### src/rtl/ltc_pkg.sv
package ltc_pkg;

  typedef enum logic [1:0] {
    OP_LOAD  = 2'd0,
    OP_STORE = 2'd1,
    OP_FENCE = 2'd2,
    OP_ALT   = 2'd3
  } ltc_op_e;

  typedef enum logic [1:0] {
    ST_IDLE  = 2'd0,
    ST_FILL  = 2'd1,
    ST_STORE = 2'd2
  } ltc_state_e;

  // a stamp is still in force when strictly ahead of now (unsigned)
  function automatic logic stamp_ahead(input logic [31:0] stamp, input logic [31:0] now);
    return stamp > now;
  endfunction

  function automatic logic [31:0] stamp_max(input logic [31:0] a, input logic [31:0] b);
    return (a > b) ? a : b;
  endfunction

endpackage

### src/rtl/ltc_line_store.sv
module ltc_line_store #(
  parameter int SETS = 4,
  parameter int TAGW = 4,
  parameter int DW   = 8,
  parameter int TW   = 8,
  localparam int IDXW = $clog2(SETS)
) (
  input  logic            clk,
  input  logic            rst_n,
  input  logic [IDXW-1:0] rd_idx,
  output logic            rd_present,
  output logic [TAGW-1:0] rd_tag,
  output logic [DW-1:0]   rd_data,
  output logic [TW-1:0]   rd_lease,
  input  logic            fill_en,
  input  logic [IDXW-1:0] fill_idx,
  input  logic [TAGW-1:0] fill_tag,
  input  logic [DW-1:0]   fill_data,
  input  logic [TW-1:0]   fill_lease,
  input  logic            upd_en,
  input  logic [IDXW-1:0] upd_idx,
  input  logic [DW-1:0]   upd_data
);

  logic [SETS-1:0] present_q;
  logic [TAGW-1:0] tag_q   [SETS];
  logic [DW-1:0]   data_q  [SETS];
  logic [TW-1:0]   lease_q [SETS];

  assign rd_present = present_q[rd_idx];
  assign rd_tag     = tag_q[rd_idx];
  assign rd_data    = data_q[rd_idx];
  assign rd_lease   = lease_q[rd_idx];

  always_ff @(posedge clk) begin
    if (!rst_n) present_q <= '0;
    else if (fill_en) present_q[fill_idx] <= 1'b1;
  end

  always_ff @(posedge clk) begin
    if (fill_en) begin
      tag_q[fill_idx]   <= fill_tag;
      data_q[fill_idx]  <= fill_data;
      lease_q[fill_idx] <= fill_lease;
    end else if (upd_en) begin
      data_q[upd_idx] <= upd_data;
    end
  end

  // a local store never moves the lease
  assert_upd_keeps_lease_R4: assert property (@(posedge clk) disable iff (!rst_n)
    (upd_en && !fill_en) |=> lease_q[$past(upd_idx)] == $past(lease_q[upd_idx]));

endmodule

### src/rtl/ltc_wct_table.sv
module ltc_wct_table
  import ltc_pkg::*;
#(
  parameter int WARPS = 4,
  parameter int TW    = 8,
  localparam int WW = (WARPS > 1) ? $clog2(WARPS) : 1
) (
  input  logic          clk,
  input  logic          rst_n,
  input  logic [TW-1:0] gtime,
  input  logic          upd_en,
  input  logic [WW-1:0] upd_warp,
  input  logic [TW-1:0] upd_time,
  input  logic          fen_en,
  input  logic [WW-1:0] fen_warp,
  output logic          fen_now,
  input  logic [WW-1:0] qry_warp,
  output logic          qry_wait,
  input  logic          fire_take,
  output logic          fire_cand,
  output logic [WW-1:0] fire_warp
);

  logic [TW-1:0]    wct_q [WARPS];
  logic [WARPS-1:0] wrote_q;
  logic [WARPS-1:0] wait_q;
  logic [WARPS-1:0] passed;

  for (genvar g = 0; g < WARPS; g++) begin : g_pass
    assign passed[g] = stamp_ahead(32'(gtime), 32'(wct_q[g]));
  end

  assign fen_now  = !wrote_q[fen_warp] || passed[fen_warp];
  assign qry_wait = wait_q[qry_warp];

  always_comb begin
    fire_cand = 1'b0;
    fire_warp = '0;
    for (int i = WARPS - 1; i >= 0; i--) begin
      if (wait_q[i] && passed[i]) begin
        fire_cand = 1'b1;
        fire_warp = WW'(i);
      end
    end
  end

  always_ff @(posedge clk) begin
    if (!rst_n) begin
      wrote_q <= '0;
      wait_q  <= '0;
      for (int i = 0; i < WARPS; i++) wct_q[i] <= '0;
    end else begin
      if (upd_en) begin
        wct_q[upd_warp]   <= TW'(stamp_max(32'(wct_q[upd_warp]), 32'(upd_time)));
        wrote_q[upd_warp] <= 1'b1;
      end
      if (fen_en && !fen_now) wait_q[fen_warp] <= 1'b1;
      if (fire_take) wait_q[fire_warp] <= 1'b0;
    end
  end

  for (genvar g = 0; g < WARPS; g++) begin : g_chk
    assert_wct_monotonic_R5: assert property (@(posedge clk) disable iff (!rst_n)
      wct_q[g] >= $past(wct_q[g]));
    assert_wait_needs_store_R7: assert property (@(posedge clk) disable iff (!rst_n)
      wait_q[g] |-> wrote_q[g]);
  end

endmodule

### src/rtl/ltc_l1_ctrl.sv
module ltc_l1_ctrl
  import ltc_pkg::*;
#(
  parameter int AW    = 6,
  parameter int DW    = 8,
  parameter int TW    = 8,
  parameter int SETS  = 4,
  parameter int WARPS = 4,
  localparam int IDXW = $clog2(SETS),
  localparam int TAGW = AW - IDXW,
  localparam int WW   = (WARPS > 1) ? $clog2(WARPS) : 1
) (
  input  logic          clk,
  input  logic          rst_n,
  input  logic [TW-1:0] gtime,
  input  logic          req_valid,
  output logic          req_ready,
  input  logic [1:0]    req_op,
  input  logic [WW-1:0] req_warp,
  input  logic [AW-1:0] req_addr,
  input  logic [DW-1:0] req_wdata,
  output logic          rsp_valid,
  output logic [WW-1:0] rsp_warp,
  output logic [DW-1:0] rsp_data,
  output logic          mem_req_valid,
  output logic          mem_req_write,
  output logic [AW-1:0] mem_req_addr,
  output logic [DW-1:0] mem_req_wdata,
  input  logic          mem_rsp_valid,
  input  logic [DW-1:0] mem_rsp_data,
  input  logic [TW-1:0] mem_rsp_time
);

  ltc_state_e st_q;
  logic [AW-1:0] pend_addr_q;
  logic [WW-1:0] pend_warp_q;

  logic [IDXW-1:0] req_idx;
  logic [TAGW-1:0] req_tag;
  logic            rd_present;
  logic [TAGW-1:0] rd_tag;
  logic [DW-1:0]   rd_data;
  logic [TW-1:0]   rd_lease;
  logic            line_live;

  logic is_store, is_fence, is_load;
  logic take, hit_evt, miss_evt, store_evt, fence_evt;
  logic mem_take, fill_evt, wct_evt;
  logic fen_now, qry_wait, fire_cand, fence_fire;
  logic [WW-1:0] fire_warp;

  assign req_idx   = req_addr[IDXW-1:0];
  assign req_tag   = req_addr[AW-1:IDXW];
  assign line_live = rd_present && (rd_tag == req_tag) &&
                     stamp_ahead(32'(rd_lease), 32'(gtime));

  assign is_store = (ltc_op_e'(req_op) == OP_STORE);
  assign is_fence = (ltc_op_e'(req_op) == OP_FENCE);
  assign is_load  = !is_store && !is_fence;

  assign mem_take   = (st_q != ST_IDLE) && mem_rsp_valid;
  assign fill_evt   = (st_q == ST_FILL) && mem_rsp_valid;
  assign wct_evt    = (st_q == ST_STORE) && mem_rsp_valid;
  assign fence_fire = fire_cand && !mem_take;

  assign req_ready = (st_q == ST_IDLE) && !fence_fire && !qry_wait;
  assign take      = req_valid && req_ready;
  assign hit_evt   = take && is_load && line_live;
  assign miss_evt  = take && is_load && !line_live;
  assign store_evt = take && is_store;
  assign fence_evt = take && is_fence;

  ltc_line_store #(.SETS(SETS), .TAGW(TAGW), .DW(DW), .TW(TW)) lines_i (
    .clk        (clk),
    .rst_n      (rst_n),
    .rd_idx     (req_idx),
    .rd_present (rd_present),
    .rd_tag     (rd_tag),
    .rd_data    (rd_data),
    .rd_lease   (rd_lease),
    .fill_en    (fill_evt),
    .fill_idx   (pend_addr_q[IDXW-1:0]),
    .fill_tag   (pend_addr_q[AW-1:IDXW]),
    .fill_data  (mem_rsp_data),
    .fill_lease (mem_rsp_time),
    .upd_en     (store_evt && line_live),
    .upd_idx    (req_idx),
    .upd_data   (req_wdata)
  );

  ltc_wct_table #(.WARPS(WARPS), .TW(TW)) wct_i (
    .clk       (clk),
    .rst_n     (rst_n),
    .gtime     (gtime),
    .upd_en    (wct_evt),
    .upd_warp  (pend_warp_q),
    .upd_time  (mem_rsp_time),
    .fen_en    (fence_evt),
    .fen_warp  (req_warp),
    .fen_now   (fen_now),
    .qry_warp  (req_warp),
    .qry_wait  (qry_wait),
    .fire_take (fence_fire),
    .fire_cand (fire_cand),
    .fire_warp (fire_warp)
  );

  always_ff @(posedge clk) begin
    if (!rst_n) begin
      st_q          <= ST_IDLE;
      pend_addr_q   <= '0;
      pend_warp_q   <= '0;
      mem_req_valid <= 1'b0;
      mem_req_write <= 1'b0;
      mem_req_addr  <= '0;
      mem_req_wdata <= '0;
      rsp_valid     <= 1'b0;
      rsp_warp      <= '0;
      rsp_data      <= '0;
    end else begin
      mem_req_valid <= miss_evt || store_evt;
      if (miss_evt || store_evt) begin
        mem_req_write <= store_evt;
        mem_req_addr  <= req_addr;
        mem_req_wdata <= req_wdata;
        pend_addr_q   <= req_addr;
        pend_warp_q   <= req_warp;
        st_q          <= store_evt ? ST_STORE : ST_FILL;
      end else if (mem_take) begin
        st_q <= ST_IDLE;
      end

      rsp_valid <= hit_evt || (fence_evt && fen_now) || mem_take || fence_fire;
      rsp_data  <= hit_evt ? rd_data : (fill_evt ? mem_rsp_data : '0);
      if (mem_take)        rsp_warp <= pend_warp_q;
      else if (fence_fire) rsp_warp <= fire_warp;
      else                 rsp_warp <= req_warp;
    end
  end

  assert_one_flight_R8: assert property (@(posedge clk) disable iff (!rst_n)
    mem_req_valid |=> !mem_req_valid);
  assert_busy_blocks_R8: assert property (@(posedge clk) disable iff (!rst_n)
    mem_req_valid |-> !req_ready);
  assert_hit_local_R2: assert property (@(posedge clk) disable iff (!rst_n)
    hit_evt |=> (rsp_valid && !mem_req_valid));
  assert_fill_returns_R3: assert property (@(posedge clk) disable iff (!rst_n)
    fill_evt |=> (rsp_valid && rsp_data == $past(mem_rsp_data)));
  assert_fence_release_R7: assert property (@(posedge clk) disable iff (!rst_n)
    fence_fire |=> (rsp_valid && rsp_warp == $past(fire_warp)));

endmodule

### config.mk
export PLATFORM = sky130hd
export DESIGN_NAME = ltc_l1_ctrl
export DESIGN_NICKNAME = d
export VERILOG_FILES = /design/src/rtl/ltc_pkg.sv /design/src/rtl/ltc_line_store.sv /design/src/rtl/ltc_wct_table.sv /design/src/rtl/ltc_l1_ctrl.sv
export SDC_FILE = /design/constraint.sdc
export NUM_CORES = 1
export LEC_CHECK = 0
export BUFFER_PORTS_ARGS = -buffer_cell sky130_fd_sc_hd__buf_4
export CORE_UTILIZATION = 25
export CTS_BUF_LIST = sky130_fd_sc_hd__clkbuf_16
export DETAILED_ROUTE_END_ITERATION = 6
export PLACE_DENSITY = 0.39
export REMOVE_ABC_BUFFERS = 1
export SLEW_MARGIN = 20
export SYNTH_ARGS = -nofsm -noshare
export SYNTH_HDL_FRONTEND = slang
export SYNTH_SLANG_ARGS = --single-unit
### constraint.sdc
create_clock -name clk -period 6.3 [get_ports clk]
set_input_delay 0.945 -clock clk [delete_from_list [all_inputs] [get_ports clk]]
set_output_delay 0.945 -clock clk [all_outputs]
set_load 0.02 [all_outputs]
==> reports/metrics.cfg, run 1 <==
[final_layout]
stdcell_area_um2=9410
final_nets=788
syn_to_final_growth_pct=20.2
stdcell_count=1101
drive_above_1_share_pct=21.8
n_antenna_cell=0

[detailed_routing]
highest_layer=met4
first_pass_iters=5
drt.antenna.violating_nets=0
vias=5159
avgRoutedWirePerCell_um=19.0
drt_iter0_drc=316
met3_wirelength_um=1060
m1WireLength_um=9760
wirelength_um=20900
wl_met2_um=9780
drc=0
viasPerCell=4.69

[grt]
grt_usage_pct=13.8
grt_max_degree=66
grt_pass1_wl_um=32100
overflow=0
grt_pass1_vias=5338
antenna_found_initial=0

[critical_path]
reg2reg_depth=9
endpoint_kind=flip-flop
cp-start-kind=input pin
required_ns=6.35
critPathMaxFanout=16
arrival_ns=4.63
critPathKind=input pin to flip-flop

[clock_network]
cts-root-buf=clkbuf_16
cts.clk_slew.worst_paths_ns=0.07
clock_sinks=157
ctsHoldBuffers=0
cts_tree=done
cts_buffers=17
htreeDepth=4
cts_resized=0
cts.path.max_buffers=2
clock_latency_ns=0.44
cts_setup_buffers=0

[logic_synthesis]
syn_avg_cell_area_um2=12.6
synthCells=622
synth_edf_count=112
synthArstFlopShare_pct=0
ys_ff_latch=157
yosysSeqAreaShare_pct=54.5
synth_flop_cell=edfxtp_1
synth.cell_area_um2=7830
yosysWarningCount=0
synth_cell_types=56

[timing]
rsz0062_at_grt=no
finClkSkew_ns=0.0168
fmax_mhz=218
fin_ws_ns=1.72
worst_pin_slew_ns=0.972
fin_crit_ns=4.58
fin_setup_tns_ns=0
hold_viol=0
finalCritPeriodShare_pct=72.7
relSlewSlack_pct=35.2
slew_violations=0
whs_ns=0.455
setup_viol=0

[pwr]
power.density_nw_per_um2=264
vdd_drop_max_mv=0.114
p_leak_nw=3.56

[run]
max_cap_viol_count=0

[floorplan]
fp.dieW_um=179
rows=64
dieHeight_um=179
die_area_um2=32000
start_util_pct=25.5
ios=74
core-area_um2=30700

[placed_design]
pre_cts_ws_ns=1.29
place.port_buffers=73
place_inst=1069
place_area_um2=8790
dp_hpwl_um=15200
gp_congestion=0.906

[hold_path]
holdPathStages=2
hp-class=flip-flop to flip-flop

[status]
outcome=finished, final reports clean

==> logic make-up after synthesis <==
family / Yosys count / share of synthesized area (%)
AO/OA/AOI/OAI: 127 / 10.9
XOR/XNOR: 4 / 0.448
adder cells (fa/ha/maj): 50 / 7.99
buffers and inverters: 79 / 4.17
flip-flops: 157 / 54.5
multiplexers: 54 / 12.1
AND/OR/NAND/NOR: 151 / 9.88
==> layout make-up <==
type	count	area (um^2)
multi-input cells	386	3260
clock buffers	17	425
well taps	396	495
flip-flops and latches	157	4260
clock inverters	15	194
fillers	3092	21300
inverters	54	203
repair buffers	76	571
==> worst max-delay path, stage by stage <==
cell      delay (ns)
buf_4           0.13
ha_1            0.30
and2_1          0.19
o21ai_0         0.08
a21boi_0        0.14
o311ai_0        0.79
and4_1          0.78
nand4_4         0.42
o21bai_1        0.84
==> flip-flops by register name (all words and copies together), names as in the netlist, 2 cells and up, named ones only <==
register,cells
lines_i.data_q,32
lines_i.lease_q,32
lines_i.present_q,4
lines_i.tag_q,16
mem_req_wdata,8
pend_addr_q,6
pend_warp_q,2
rsp_data,8
rsp_warp,2
st_q,2
wct_i.wait_q,4
wct_i.wct_q,32
wct_i.wrote_q,4
==> power by group <==
part | internal [mW] | switching (mW)
registers | 1.13 | 0.0220
clock network | 0.542 | 0.501
logic | 0.115 | 0.170
==> worst paths after layout <==
check                         start              endpoint  slack (ns)
setup / recovery           gtime[3]  lines_i.data_q[3][6]        1.72
setup reg to reg  wct_i.wct_q[2][3]  lines_i.data_q[3][6]        1.96
hold reg to reg    wct_i.wrote_q[2]      wct_i.wrote_q[2]        0.45
hold / removal     wct_i.wrote_q[2]      wct_i.wrote_q[2]        0.45
==> cell usage after synthesis, types with 8 or more instances <==
cell type | number | area (um^2)
a21boi_0 | 30 | 225
a21o_1 | 8 | 60.1
a21oi_1 | 28 | 140
clkbuf_1 | 16 | 60.1
dfxtp_1 | 45 | 901
edfxtp_1 | 112 | 3360
ha_1 | 50 | 626
inv_1 | 54 | 203
mux2i_1 | 16 | 160
mux4_2 | 30 | 676
nand2_1 | 59 | 221
nand3_1 | 25 | 125
nand4_1 | 9 | 56.3
nor2_1 | 15 | 56.3
o21ai_0 | 21 | 105
==> placed cells by master, fill, tap and decap left out, types with 3 or more instances in the layout <==
cell | synthesis | final
edfxtp_1 | 112 | 112
buf_4 | 1 | 76
nand2_1 | 59 | 59
inv_1 | 54 | 54
ha_1 | 50 | 50
dfxtp_1 | 45 | 45
mux4_2 | 30 | 30
a21boi_0 | 30 | 30
a21oi_1 | 28 | 28
nand3_1 | 25 | 25
o21ai_0 | 21 | 21
clkbuf_16 | 0 | 17
mux2i_1 | 16 | 16
nor2_1 | 15 | 13
nand4_1 | 9 | 9
a21o_1 | 8 | 8
nor2b_1 | 7 | 7
o21a_1 | 7 | 7
nand2b_1 | 7 | 7
clkinv_8 | 0 | 7
mux2_4 | 6 | 6
o211ai_1 | 5 | 5
and2_1 | 5 | 5
o31a_1 | 5 | 5
inv_6 | 0 | 5
a211oi_1 | 4 | 4
and3b_1 | 3 | 3
and4_1 | 3 | 3
xor2_1 | 3 | 3
nor3_1 | 4 | 3
and3_1 | 3 | 3
o21bai_1 | 3 | 3
==> metal layers <==
| layer | vias up | GRT usage (%) |
|---|---|---|
| li1 | 2476 | - |
| met1 | 2525 | 19.1 |
| met2 | 138 | 21.5 |
| met3 | 20 | 3.16 |
| met4 | 0 | 3.88 |
| met5 | - | 0 |
==> through the flow <==
stage | power, mW | util (%)
floorplan | 1.33 | -
global route | 2.58 | 30.7
CTS | 2.52 | 30.7
finish | 2.48 | 30.7
detailed placement | 1.46 | 28.7
global placement | 1.46 | 28.7
Note: power is estimated with default switching activity, not from simulation.
==> run 2, diff against run 1 <==
--- a/config.mk
+++ b/config.mk
@@ -5,11 +5,12 @@
 export SDC_FILE = /design/constraint.sdc
 export NUM_CORES = 1
 export LEC_CHECK = 0
+export ABC_AREA = 1
 export BUFFER_PORTS_ARGS = -buffer_cell sky130_fd_sc_hd__buf_4
 export CORE_UTILIZATION = 25
 export CTS_BUF_LIST = sky130_fd_sc_hd__clkbuf_16
 export DETAILED_ROUTE_END_ITERATION = 6
-export PLACE_DENSITY = 0.39
+export PLACE_DENSITY = 0.41
 export REMOVE_ABC_BUFFERS = 1
 export SLEW_MARGIN = 20
 export SYNTH_ARGS = -nofsm -noshare
==> constraint.sdc (replaced) <==
create_clock -name clk -period 3.86 [get_ports clk]
set_input_delay 0.579 -clock clk [delete_from_list [all_inputs] [get_ports clk]]
set_output_delay 0.579 -clock clk [all_outputs]
set_load 0.02 [all_outputs]
==> run 2 against run 1 <==
Against the previous run: clock skew fell by 0.0064 ns; wire length rose by 3.2%; critical path depth rose by 5; sequential share of layout area fell by 0.82 points; largest cell class unchanged; clock power rose by 57%; global-route usage fell by 0.073 points.
==> reports/metrics.cfg, run 2 <==
[status]
outcome=finished, final reports clean

[logic_synthesis]
synth.cell_area_um2=8020
ys_ff_latch=157
synthCells=846
synth_flop_cell=edfxtp_1
synthSimpleGateAreaFrac_pct=18.8
synth_common_cells=nand2_1 (143), edfxtp_1 (112), nor2_1 (110)
synthXorXnorAreaFrac_pct=0.109
synth-compound-area-share_pct=12.9
yosysWarningCount=0
yosysTopAreaCellShare_pct=41.9
synth_mux_area_share_pct=0
synth_edf_count=112
synth_most_common_cell=nand2_1
synth_area_leaders=edfxtp_1 (42%), dfxtp_1 (11%), ha_1 (7.8%), nand2_1 (6.7%), nor2_1 (5.1%)
synth-adder-area-share_pct=7.80
syn_avg_cell_area_um2=9.48
yosysSeqAreaShare_pct=53.2
synth_top_family_by_area=simple AND/OR/NAND/NOR gates
yosysTopAreaCell=edfxtp_1
synthArstFlopShare_pct=0
synth_cell_types=50

[clock_network]
cts.path.max_buffers=2
cts_resized=0
ctsHoldBuffers=0
clock_sinks=157
cts.clk_slew.worst_paths_ns=0.07
cts_setup_buffers=0
cts_buffers=17
clock_latency_ns=0.43
cts-root-buf=clkbuf_16
htreeDepth=4
cts_tree=done

[placed_design]
place.port_buffers=73
dp_hpwl_um=15700
gp_congestion=0.737
place_area_um2=9020

[grt]
grt_usage_pct=13.7
grt_max_degree=32
overflow=0
antenna_found_initial=0
grt_pass1_vias=5942
grt_pass1_wl_um=33800

[timing]
worst_pin_slew_ns=0.783
finClkSkew_ns=0.0104
finalCritPeriodShare_pct=80.4
fin_crit_ns=3.10
rsz0062_at_grt=no
setup_viol=0
relSlewSlack_pct=47.6
hold_viol=0
slew_violations=0
fin_setup_tns_ns=0
fmax_mhz=322

[critical_path]
required_ns=4.03
arrival_ns=3.28
endpoint_kind=flip-flop
critPathKind=flip-flop to flip-flop
cp-start-kind=flip-flop
critPathMaxFanout=16

[detailed_routing]
viasPerCell=4.41
first_pass_iters=5
drt.antenna.violating_nets=0
avgRoutedWirePerCell_um=16.1
drt_iter0_drc=293
wirelength_um=21600
drc=0
vias=5910

[final_layout]
n_antenna_cell=0
multiInputGateArea_um2=3200
fillers=3364
drive_above_1_share_pct=18.6
final_nets=1020
mostFrequentLayoutCell=nand2_1
layout_common_cells=nand2_1 (143), edfxtp_1 (112), nor2_1 (110)
syn_to_final_growth_pct=19.5
stdcell_area_um2=9580
finalCoreUtilization_pct=30.4
top_regs=lines_i.data_q x32, lines_i.lease_q x32, wct_i.wct_q x32
final-seq-area_um2=4260

[hold_path]
hp-class=input pin to flip-flop

[floorplan]
dieHeight_um=181
rows=65
fp.dieW_um=181
ios=74
start_util_pct=25.4
core-area_um2=31600
die_area_um2=32800

[pwr]
vdd_drop_max_mv=0.293
power.density_nw_per_um2=426
p_leak_nw=3.98

[run]
max_cap_viol_count=0

==> run 2: kinds of logic (layout without fill, tap and decap cells) <==
group           Yosys count  after routing
fa+ha+maj                50             50
flops                   157            157
xor+xnor                  1              1
buf+inv                 133            224
compound gates          177            177
simple gates            328            328
==> run 2: cell type report <==
class	instances	area share, %
Clock buffer	19	4.96
Clock inverter	13	0.862
Inverter	106	4.27
Multi-Input combinational cell	556	33.4
Sequential cell	157	44.5
Tap cell	402	5.25
Timing Repair Buffer	86	6.74
==> run 2: where the power goes <==
| group | switching (mW) | total (mW) | internal [mW] | leakage [nW] |
|---|---|---|---|---|
| clock | 0.727 | 1.63 | 0.898 | 0.285 |
| combinational | 0.363 | 0.562 | 0.199 | 2.28 |
| sequential | 0.0372 | 1.90 | 1.86 | 1.42 |
| total | 1.13 | 4.08 | 2.96 | 3.98 |
==> run 2: worst max-delay path: stages, from the launching register on <==
cell      delay (ns)
dfxtp_1         0.32
inv_1           0.39
buf_4           0.24
nand2_1         0.05
a21oi_1         0.20
ha_1            0.29
a21oi_1         0.17
o21ai_0         0.09
nand2_1         0.07
o211ai_1        0.12
nand2_1         0.40
a21oi_1         0.12
o21a_1          0.15
inv_1           0.16
nor2_1          0.06
==> run 2: routing by layer <==
layer / wire length, um / GRT usage (%) / part of all wire, % / vias to the layer above
met2: 10200 / 23.0 / 47 / 92
met4: 219 / 3.42 / 1.0 / 0
met3: 741 / 3.00 / 3.4 / 14
li1: - / - / - / 3046
met5: 0 / 0 / 0 / -
met1: 10400 / 17.9 / 48 / 2758
==> run 2: final timing paths <==
path / startpoint / end / slack (ns) / cells after the start
hold / removal: mem_rsp_time[4] / lines_i.lease_q[0][4] / 0.36 / 1
setup reg to reg: flip-flop / wct_i.wct_q[0][7] / 0.76 / 14
setup / recovery: flip-flop / wct_i.wct_q[0][7] / 0.76 / 14
hold reg to reg: wct_i.wrote_q[1] / wct_i.wrote_q[1] / 0.45 / 2
==> run 2: metrics by stage <==
stage	setup slack (ns)	hold slack [ns]	power, mW	std cells
2_1_floorplan	0.996	0.422	2.25	819
3_3_place_gp	0.386	0.437	2.51	1307
3_5_place_dp	0.307	0.441	2.51	1307
4_1_cts	0.762	0.336	4.15	1339
5_1_grt	0.445	0.332	4.28	1339
6_report	0.755	0.356	4.08	1339
